File: src/rtl/segbus_pkg.sv
package segbus_pkg;
  typedef enum logic [1:0] {
    SEG_ES = 2'b00,
    SEG_CS = 2'b01,
    SEG_SS = 2'b10,
    SEG_DS = 2'b11
  } seg_sel_e;

  typedef enum logic [1:0] {
    ST_IDLE   = 2'b00,
    ST_FIRST  = 2'b01,
    ST_SECOND = 2'b10
  } bus_st_e;
endpackage

File: src/rtl/seg_select.sv
module seg_select
  import segbus_pkg::*;
#(
  parameter int SEG_W = 16
) (
  input  logic             fetch,
  input  logic             bp_based,
  input  logic             ovr_valid,
  input  logic [1:0]       ovr_sel,
  input  logic [SEG_W-1:0] s_es,
  input  logic [SEG_W-1:0] s_cs,
  input  logic [SEG_W-1:0] s_ss,
  input  logic [SEG_W-1:0] s_ds,
  output logic [SEG_W-1:0] seg_val
);
  seg_sel_e sel;

  // Fetch wins over everything, then explicit choice, then base-register hint.
  always_comb begin
    if (fetch)          sel = SEG_CS;
    else if (ovr_valid) sel = seg_sel_e'(ovr_sel);
    else if (bp_based)  sel = SEG_SS;
    else                sel = SEG_DS;
  end

  always_comb begin
    unique case (sel)
      SEG_ES:  seg_val = s_es;
      SEG_CS:  seg_val = s_cs;
      SEG_SS:  seg_val = s_ss;
      default: seg_val = s_ds;
    endcase
  end
endmodule

File: src/rtl/phys_addr_gen.sv
module phys_addr_gen #(
  parameter int OFF_W     = 16,
  parameter int SEG_SHIFT = 4,
  localparam int AW       = OFF_W + SEG_SHIFT
) (
  input  logic [OFF_W-1:0] seg,
  input  logic [OFF_W-1:0] off,
  output logic [AW-1:0]    phys
);
  logic [AW-1:0] seg_base;
  logic [AW-1:0] off_ext;

  assign seg_base = {seg, {SEG_SHIFT{1'b0}}};
  assign off_ext  = AW'(off);
  // Sum truncated to AW bits: wraps modulo 2^AW.
  assign phys     = seg_base + off_ext;
endmodule

File: src/rtl/lane_unit.sv
module lane_unit #(
  parameter int LANE_W = 8,
  localparam int DW    = 2 * LANE_W
) (
  input  logic              full_word,
  input  logic              hi_half,
  input  logic              odd_lane,
  input  logic [DW-1:0]     wdata,
  input  logic [DW-1:0]     bus_rdata,
  output logic [DW-1:0]     bus_wdata,
  output logic [LANE_W-1:0] lane_byte
);
  logic [LANE_W-1:0] wbyte;

  assign wbyte = hi_half ? wdata[DW-1:LANE_W] : wdata[LANE_W-1:0];

  // Single-byte transfers are copied onto both lanes; enables pick the live one.
  assign bus_wdata = full_word ? wdata : {wbyte, wbyte};
  assign lane_byte = odd_lane ? bus_rdata[DW-1:LANE_W] : bus_rdata[LANE_W-1:0];
endmodule

File: src/rtl/seg_bus_unit.sv
module seg_bus_unit
  import segbus_pkg::*;
#(
  parameter int OFF_W     = 16,
  parameter int SEG_SHIFT = 4,
  parameter int LANE_W    = 8
) (
  input  logic                       clk,
  input  logic                       rst_n,
  input  logic                       req_valid,
  output logic                       req_ready,
  input  logic                       req_fetch,
  input  logic                       req_bp_based,
  input  logic                       req_ovr_valid,
  input  logic [1:0]                 req_ovr_sel,
  input  logic                       req_write,
  input  logic                       req_word,
  input  logic [OFF_W-1:0]           req_offset,
  input  logic [2*LANE_W-1:0]        req_wdata,
  input  logic [OFF_W-1:0]           seg_es,
  input  logic [OFF_W-1:0]           seg_cs,
  input  logic [OFF_W-1:0]           seg_ss,
  input  logic [OFF_W-1:0]           seg_ds,
  output logic                       mem_req,
  output logic                       mem_we,
  output logic [OFF_W+SEG_SHIFT-1:0] mem_addr,
  output logic [1:0]                 mem_be,
  output logic [2*LANE_W-1:0]        mem_wdata,
  input  logic [2*LANE_W-1:0]        mem_rdata,
  input  logic                       mem_ready,
  output logic                       done,
  output logic [2*LANE_W-1:0]        rd_data
);
  localparam int DW = 2 * LANE_W;
  localparam int AW = OFF_W + SEG_SHIFT;

  // Reset: asserted asynchronously, released through two flops.
  logic [1:0] rsync_q;
  logic       rst_int_n;

  always_ff @(posedge clk or negedge rst_n) begin
    if (!rst_n) rsync_q <= 2'b00;
    else        rsync_q <= {rsync_q[0], 1'b1};
  end
  assign rst_int_n = rsync_q[1];

  bus_st_e           st_q, st_d;
  logic [OFF_W-1:0]  off_q, seg_q, seg_val, cur_off;
  logic              we_q, word_q;
  logic [DW-1:0]     wdata_q, rd_q, rd_d;
  logic [LANE_W-1:0] lo_q, lane_byte;
  logic              done_q;
  logic              accept, split, fin, capture_lo, word_even;

  seg_select #(.SEG_W(OFF_W)) u_sel (
    .fetch(req_fetch), .bp_based(req_bp_based), .ovr_valid(req_ovr_valid),
    .ovr_sel(req_ovr_sel), .s_es(seg_es), .s_cs(seg_cs), .s_ss(seg_ss),
    .s_ds(seg_ds), .seg_val(seg_val)
  );

  assign cur_off   = (st_q == ST_SECOND) ? off_q + OFF_W'(1) : off_q;
  assign split     = word_q & off_q[0];
  assign word_even = word_q & ~off_q[0];

  phys_addr_gen #(.OFF_W(OFF_W), .SEG_SHIFT(SEG_SHIFT)) u_pa (
    .seg(seg_q), .off(cur_off), .phys(mem_addr)
  );

  lane_unit #(.LANE_W(LANE_W)) u_lane (
    .full_word(word_even), .hi_half(st_q == ST_SECOND), .odd_lane(cur_off[0]),
    .wdata(wdata_q), .bus_rdata(mem_rdata), .bus_wdata(mem_wdata),
    .lane_byte(lane_byte)
  );

  assign req_ready = (st_q == ST_IDLE);
  assign accept    = req_valid & req_ready;
  assign mem_req   = (st_q != ST_IDLE);
  assign mem_we    = we_q & mem_req;

  always_comb begin
    if (st_q == ST_SECOND) mem_be = 2'b01;
    else if (word_even)    mem_be = 2'b11;
    else if (off_q[0])     mem_be = 2'b10;
    else                   mem_be = 2'b01;
  end

  // Next-state process
  always_comb begin
    st_d       = st_q;
    fin        = 1'b0;
    capture_lo = 1'b0;
    unique case (st_q)
      ST_IDLE:   if (accept) st_d = ST_FIRST;
      ST_FIRST:  if (mem_ready) begin
                   if (split) begin
                     st_d       = ST_SECOND;
                     capture_lo = 1'b1;
                   end else begin
                     st_d = ST_IDLE;
                     fin  = 1'b1;
                   end
                 end
      ST_SECOND: if (mem_ready) begin
                   st_d = ST_IDLE;
                   fin  = 1'b1;
                 end
      default:   st_d = ST_IDLE;
    endcase
  end

  always_comb begin
    if (word_even)  rd_d = mem_rdata;
    else if (split) rd_d = {lane_byte, lo_q};
    else            rd_d = {{LANE_W{1'b0}}, lane_byte};
  end

  // Register process
  always_ff @(posedge clk or negedge rst_int_n) begin
    if (!rst_int_n) begin
      st_q    <= ST_IDLE;
      done_q  <= 1'b0;
      off_q   <= '0;
      seg_q   <= '0;
      we_q    <= 1'b0;
      word_q  <= 1'b0;
      wdata_q <= '0;
      lo_q    <= '0;
      rd_q    <= '0;
    end else begin
      st_q   <= st_d;
      done_q <= fin;
      if (accept) begin
        off_q   <= req_offset;
        seg_q   <= seg_val;
        we_q    <= req_write;
        word_q  <= req_word;
        wdata_q <= req_wdata;
      end
      if (capture_lo) lo_q <= lane_byte;
      if (fin)        rd_q <= rd_d;
    end
  end

  assign done    = done_q;
  assign rd_data = rd_q;

  // Checks on the bus sequencing
  p_hold_r7: assert property (@(posedge clk) disable iff (!rst_int_n)
    (mem_req && !mem_ready) |=> (mem_req && $stable(mem_addr) && $stable(mem_be)
                                 && $stable(mem_wdata) && $stable(mem_we)));

  p_split_order_r6: assert property (@(posedge clk) disable iff (!rst_int_n)
    (mem_req && mem_ready && word_q && mem_be == 2'b10 && st_q == ST_FIRST)
      |=> (mem_req && mem_be == 2'b01 && !mem_addr[0]));

  p_be_live_r4: assert property (@(posedge clk) disable iff (!rst_int_n)
    mem_req |-> (mem_be != 2'b00));

  p_done_pulse_r8: assert property (@(posedge clk) disable iff (!rst_int_n)
    done |=> !done);

  p_done_cause_r8: assert property (@(posedge clk) disable iff (!rst_int_n)
    $rose(done) |-> $past(mem_req && mem_ready));

  p_accept_r8: assert property (@(posedge clk) disable iff (!rst_int_n)
    (req_valid && req_ready) |=> mem_req);

  p_idle_quiet_r8: assert property (@(posedge clk) disable iff (!rst_int_n)
    req_ready |-> !mem_req);
endmodule

File: config.mk
export PLATFORM = sky130hd
export DESIGN_NAME = seg_bus_unit
export DESIGN_NICKNAME = d
export VERILOG_FILES = /design/src/rtl/segbus_pkg.sv /design/src/rtl/seg_select.sv /design/src/rtl/phys_addr_gen.sv /design/src/rtl/lane_unit.sv /design/src/rtl/seg_bus_unit.sv
export SDC_FILE = /design/constraint.sdc
export NUM_CORES = 1
export LEC_CHECK = 0
export ABC_CLOCK_PERIOD_IN_PS = 3550
export CORE_ASPECT_RATIO = 0.75
export CORE_MARGIN = 2
export CORE_UTILIZATION = 46
export DETAILED_ROUTE_END_ITERATION = 6
export GPL_TIMING_DRIVEN = 0
export HOLD_SLACK_MARGIN = 0.15
export PLACE_DENSITY = 0.86
export SLEW_MARGIN = 20
export SYNTH_ARGS = -nofsm -noshare
export SYNTH_HDL_FRONTEND = slang
export SYNTH_SLANG_ARGS = --single-unit
File: constraint.sdc
create_clock -name clk -period 3.55 [get_ports clk]
set_input_delay 0.5325 -clock clk [delete_from_list [all_inputs] [get_ports clk]]
set_output_delay 0.5325 -clock clk [all_outputs]
set_load 0.02 [all_outputs]
# [After elaboration in Yosys (flattened, before gate mapping)]
# Cells that the tools add are included.
# W data, S select, Z words.
[totals] reg_bits=79 in_bits=123 out_inout_bits=58 word_cells=53
[classes] n_addsub=2 eq_ne=7 mux=25 n_bitwise=5 n_reduce_logical=4
[op_table] op="$mux W16" count=4
[op_table] op="$pmux W16 S3" count=1
[op_table] op="$add A20 B16 Y20" count=1
[op_table] op="$mux W2" count=9
[op_table] op="$add A16 B1 Y16 const B" count=1
[op_table] op="$mux W8" count=2
[op_table] op="$mux W1" count=7
[op_table] op="$pmux W2 S3" count=1
[op_table] op="$and A1 B1 Y1" count=4
[op_table] op="$eq A2 B1 Y1 const B" count=2
[op_table] op="$eq A2 B2 Y1 const B" count=2
[op_table] op="$logic_not A2 Y1" count=2
[op_table] op="$ne A2 B2 Y1 const B" count=2
[op_table] op="$reduce_and A3 Y1" count=1
[op_table] op="$ne A2 B1 Y1 const B" count=1
[op_table] op="$pmux W1 S2" count=1
[op_table] op="$reduce_bool A2 Y1" count=1
[op_table] op="$not A1 Y1" count=1

# [Longest topological paths before layout]
[depth] ltp_word=5 depth_mapped=14 depth_no_buf=12

# [Modules after synthesis]
# Synthesis repeated with hierarchy kept, for this count alone.
[hier_totals] cells_unflattened=550 hier_area_um2=5660.4
[modules_own_cells] mod="seg_bus_unit" n_inst=1 cells_each=290 area_per_inst_um2=3543.4
[modules_own_cells] mod="seg_select" n_inst=1 cells_each=124 area_per_inst_um2=959.7
[modules_own_cells] mod="phys_addr_gen" n_inst=1 cells_each=108 area_per_inst_um2=820.8
[modules_own_cells] mod="lane_unit" n_inst=1 cells_each=28 area_per_inst_um2=336.6

# [Worst setup path after synthesis]
# No wires, ideal clock.
[synth_timing] kind="flip-flop to output port" from="register st_q[0]" to="output mem_addr[16]" arrival_ps=3085 required_time_ps=3017 setup_slack_ps=-68 stages_incl_launch_ff=15 n_path_buf=2 path_cell_list="dfrtp_1 -> inv_1 -> ha_1 -> buf_4 -> buf_2 -> nand4_1 -> xnor2_1 -> ha_1 -> inv_1 -> fa_1 -> nor2b_4 -> o211ai_2 -> a31oi_1 -> a2111oi_0 -> nor3_1"
[synth_between] elab_chain_cells=3
[synth_lines] element="from (decl)" line_no="seg_bus_unit.sv:47" rtl="bus_st_e st_q, st_d;"
[synth_lines] element="from (signal assigned)" line_no="seg_bus_unit.sv:130" rtl="st_q <= st_d;"
[synth_lines] element="$eq A2 B2 Y1" line_no="seg_bus_unit.sv:61" rtl="assign cur_off = (st_q == ST_SECOND) ? off_q + OFF_W'(1) : off_q;"
[synth_lines] element="$mux W16" line_no="seg_bus_unit.sv:61"
[synth_lines] element="$add A20 B16 Y20" line_no="phys_addr_gen.sv:16" rtl="assign phys = seg_base + off_ext;"
[synth_lines] element="to (decl)" line_no="seg_bus_unit.sv:26" rtl="output logic [OFF_W+SEG_SHIFT-1:0] mem_addr,"
# No other way between the ends.

# [Final worst setup path]
[layout_timing] from="register st_q[0]" to="output mem_addr[18]"
# The elaborated chain is that of the path after synthesis.

==> run_summary.xml <==
<?xml version="1.0" encoding="UTF-8"?>
<metrics>
  <group name="critical_path">
    <metric name="slowest_delay" unit="ns">0.39</metric>
    <metric name="crit_chain" unit="">inv_2 &gt; ha_4 &gt; nand4_1 &gt; buf_6 &gt; nor2_4 &gt; nand4_1 &gt; xnor2_1 &gt; ha_1 &gt; and2_4 &gt; and3_4 &gt; a32oi_2 &gt; o21ai_2 &gt; xor2_1 &gt; buf_4</metric>
    <metric name="cp_num_cells" unit="">14</metric>
    <metric name="crit_path_max_delay_family" unit="">simple AND/OR/NAND/NOR gates</metric>
    <metric name="critical_path_peak_fanout" unit="">5</metric>
    <metric name="timing.critical_path.to_type" unit="">primary output</metric>
    <metric name="setup.worst_path.end" unit="">mem_addr[18]</metric>
    <metric name="cp.required" unit="ns">3.02</metric>
    <metric name="timing.rr.start" unit="">st_q[0]</metric>
    <metric name="timing.critical_path.mode_cell" unit="">nand4_1</metric>
    <metric name="worstSetupStartpointType" unit="">flop</metric>
    <metric name="setup_slack_reg_to_reg" unit="ns">1.42</metric>
    <metric name="critical-path-slowest-cell" unit="">dfrtp_1</metric>
    <metric name="crit-reg2reg-capture" unit="">rd_data[6]</metric>
    <metric name="critical_path.startpoint" unit="">st_q[0]</metric>
    <metric name="setup.worst_path.class" unit="">flop to primary output</metric>
    <metric name="worstRegToRegCells" unit="">9</metric>
    <metric name="cp_data_arrival_time" unit="ns">3.06</metric>
    <metric name="cp.buffers_inverters" unit="">3</metric>
  </group>
  <group name="timing">
    <metric name="timing.clock.skew" unit="ns">0.00854</metric>
    <metric name="slew-limit-headroom" unit="%">48.6</metric>
    <metric name="period_share" unit="%">101</metric>
    <metric name="layout_min_cycle_time" unit="ns">3.60</metric>
    <metric name="setup_slack_after_layout" unit="ns">-0.0451</metric>
    <metric name="report.final.setup_viol" unit="">4</metric>
    <metric name="drv_slew" unit="">0</metric>
    <metric name="tightestPinTransition" unit="ns">0.769</metric>
    <metric name="max_clock_freq" unit="MHz">278</metric>
    <metric name="hold_violations" unit="">0</metric>
    <metric name="grt_setup_unrepaired" unit="">yes</metric>
  </group>
  <group name="yosys">
    <metric name="post_synthesis_cells" unit="">576</metric>
    <metric name="synth_top_cell_area_share" unit="%">39.1</metric>
    <metric name="number_of_storage_elements_in_the_synthesis_netlist" unit="">79</metric>
    <metric name="ys_warn_count" unit="">0</metric>
    <metric name="synth-seq-area-share" unit="%">39.1</metric>
    <metric name="synth.most_common_cell" unit="">nand2_1</metric>
    <metric name="ys_types" unit="">58</metric>
    <metric name="post_synth_instance_area" unit="mm2">0.00506</metric>
    <metric name="synthTopCellsByArea" unit="">dfrtp_1 (39%), nand2_1 (11%), mux2i_1 (4.7%)</metric>
    <metric name="predominant_post_synthesis_flop_cell" unit="">dfrtp_1</metric>
    <metric name="count_of_flip_flops_with_a_built_in_enable_after_synthesis" unit="">0</metric>
    <metric name="yosys.area.top_type" unit="">dfrtp_1</metric>
    <metric name="mappedNetlistNets" unit="">717</metric>
    <metric name="ys_top_cells_by_count" unit="">nand2_1 (145), dfrtp_1 (79), o21ai_0 (45), a21oi_1 (39), mux2i_1 (24)</metric>
    <metric name="postSynthAreaPerCell" unit="um2">8.78</metric>
    <metric name="asyncSetResetFlopFracSynth" unit="%">100</metric>
  </group>
  <group name="global_routing">
    <metric name="grt.overflow.total" unit="">0</metric>
    <metric name="gr-usage-all-layers" unit="%">28.5</metric>
    <metric name="first_global_vias" unit="">5502</metric>
    <metric name="groute.layer.met2.usage" unit="%">48.3</metric>
    <metric name="grt_first_pass_wirelength" unit="um">27000</metric>
    <metric name="grt_max_degree" unit="">43</metric>
    <metric name="grtUsageMet3" unit="%">6.35</metric>
    <metric name="met1_usage" unit="%">36.9</metric>
    <metric name="globalRoute.busiestLayer" unit="">met2</metric>
    <metric name="antenna_found_initial" unit="">1</metric>
  </group>
  <group name="pwr">
    <metric name="peakVddDrop" unit="uV">723</metric>
    <metric name="seq_power_share" unit="%">21.1</metric>
    <metric name="leakagePower" unit="nW">3.40</metric>
    <metric name="netSwitchingPower" unit="mW">3.60</metric>
    <metric name="combPwrFrac" unit="%">65.2</metric>
    <metric name="cell_internal_pwr" unit="mW">4.35</metric>
    <metric name="sw_frac_of_total" unit="%">45.3</metric>
    <metric name="power_density" unit="mW/mm2">1010</metric>
    <metric name="power.clock.fraction" unit="%">13.7</metric>
  </group>
  <group name="clocking">
    <metric name="cts_root_buf" unit="">clkbuf_16</metric>
    <metric name="ctsLongestPathBuffers" unit="">2</metric>
    <metric name="clock_tree_from_tritoncts" unit="">done</metric>
    <metric name="insertion_delay" unit="ns">0.34</metric>
    <metric name="cts.htree.levels" unit="">3</metric>
    <metric name="cts.clk_slew.worst_paths" unit="ns">0.06</metric>
    <metric name="postCtsHoldBufs" unit="">0</metric>
    <metric name="cts_made_buffers" unit="">9</metric>
    <metric name="number_of_clock_sinks" unit="">79</metric>
  </group>
  <group name="place">
    <metric name="post-dp-hpwl" unit="um">12600</metric>
    <metric name="globalplace.congestion" unit="">0.882</metric>
    <metric name="post-place-cells" unit="">897</metric>
    <metric name="port_buffers" unit="">180</metric>
    <metric name="postPlaceCellArea" unit="mm2">0.00706</metric>
  </group>
  <group name="drt">
    <metric name="drt_first_iter_violations" unit="">397</metric>
    <metric name="detail_route.drc_violations" unit="">0</metric>
    <metric name="num_vias" unit="">5296</metric>
    <metric name="drt_pass1_iterations" unit="">5</metric>
    <metric name="drt-vias-per-instance" unit="">5.66</metric>
    <metric name="detail_route.wl_per_cell" unit="um">18.5</metric>
    <metric name="postRouteWirelength" unit="um">17300</metric>
    <metric name="postRouteAntennaNets" unit="">0</metric>
  </group>
  <group name="run">
    <metric name="drv.max_cap_violation_count" unit="">0</metric>
  </group>
  <group name="layout">
    <metric name="layout-drive-gt1-share" unit="%">17.5</metric>
    <metric name="layout_overhead_on_the_synthesized_area" unit="%">55.3</metric>
    <metric name="antenna_cells" unit="">0</metric>
    <metric name="final_cell_count_no_fill" unit="">935</metric>
    <metric name="final_design_area_no_fill" unit="mm2">0.00786</metric>
    <metric name="design.final.nets" unit="">931</metric>
  </group>
  <group name="outcome">
    <metric name="outcome" unit="">finished, violations left</metric>
    <metric name="violations" unit="">negative setup slack</metric>
  </group>
  <group name="floorplan">
    <metric name="fp.dieH" unit="um">94.8</metric>
    <metric name="die_area" unit="mm2">0.0119</metric>
    <metric name="core_area" unit="mm2">0.0108</metric>
    <metric name="rows" unit="">33</metric>
    <metric name="number_of_top_level_design_ports" unit="">181</metric>
    <metric name="die-width" unit="um">125</metric>
    <metric name="start_util" unit="%">46.8</metric>
  </group>
  <group name="hold_path">
    <metric name="timing.hold.worst.class" unit="">flop to asynchronous set/reset pin</metric>
  </group>
</metrics>
## state kept, by name, indices dropped and copies added, names as in the netlist
register and cells:
st_q 2, lo_q 8, we_q 1, wdata_q 16, word_q 1, rd_data 16, done 1, rsync_q 2
seg_q 16, off_q 16
## cell usage in the layout (no fill, tap or decap), drive strengths merged, types with 3 or more instances in the layout
cell type	n
a22oi	8
bufinv	3
a21o	4
nand3	16
a221oi	8
o32a	8
nand4	4
nor2	15
ha	17
and2	3
nor3b	8
a221o	8
buf	45
dfrtp	79
and3	5
o211ai	3
clkbuf	29
mux2	17
o21ai	49
xnor2	18
xor2	8
a21boi	3
mux2i	24
nor3	3
a21oi	43
nor2b	5
nand2	147
inv	14
o31ai	8
clkdlybuf4s50	166
## repair_timing
| item | 4_1_cts | 5_1_grt |
|---|---|---|
| cloned | 0 | 0 |
| resized for setup | 87 | 38 |
| pin swaps | 20 | 17 |
| hold endpoints to repair | 0 | 0 |
| setup buffers | 9 | 14 |
| endpoints found under the setup margin | 15 | 13 |
## how the worst min path moves through the flow
| stage | from | end | slack (ns) |
|---|---|---|---|
| 5_1_grt | rst_n | rsync_q[1] | 0.34 |
| 2_1_floorplan | rst_n | rsync_q[0] | 0.24 |
| 3_3_place_gp | rsync_q[0] | rsync_q[1] | 0.34 |
| 6_report | rsync_q[1] | rd_data[14] | 0.31 |
| 3_5_place_dp | rsync_q[1] | lo_q[2] | 0.32 |
| 4_1_cts | rsync_q[1] | rd_data[14] | 0.33 |
## routing by layer
layer  vias up  wire length (um)
met1      2558              7490
li1       2472                 -
met5         -                 0
met4         0               441
met2       224              8330
met3        42              1060
## kinds of logic after synthesis
family | synth area share (%)
other | 0.0741
flip-flops | 39.1
AO/OA/AOI/OAI | 19.7
adder cells (fa/ha/maj) | 4.60
multiplexers | 8.53
XOR/XNOR | 4.87
AND/OR/NAND/NOR | 19.0
buffers and inverters | 4.11
## area by class of cell
class,instances,area (um2)
Fill cell,788,2960
Inverter,13,48.8
Sequential cell,79,1980
Buffer,30,168
Tap cell,140,175
Multi-Input combinational cell,453,3160
Clock inverter,6,115
Timing Repair Buffer,204,1970
Clock buffer,10,239
## power groups by stage
| stage | clock [mW] | sequential [mW] | combinational, mW |
|---|---|---|---|
| finish | 1.09 | 1.67 | 5.18 |
| global route | 1.14 | 1.73 | 5.55 |
| CTS | 1.12 | 1.65 | 4.75 |
| detailed placement | 0 | 1.66 | 4.60 |
| global placement | 0 | 1.64 | 4.48 |
| floorplan | 0 | 1.66 | 2.71 |
## through the flow
stage	total power [mW]	setup WS, ns	hold slack, ns	TNS, ns	util [%]
after global routing	8.42	-0.198	0.337	-1.20	72.6
after global placement	6.13	-0.779	0.341	-5.92	65.1
after detailed placement	6.26	-0.846	0.319	-6.82	65.3
final	7.95	-0.0451	0.308	-0.100	72.6
after floorplan	4.37	0.0242	0.237	0	-
after CTS	7.52	-0.0338	0.329	-0.0608	70.4
Power figures use the tool's default switching activity.
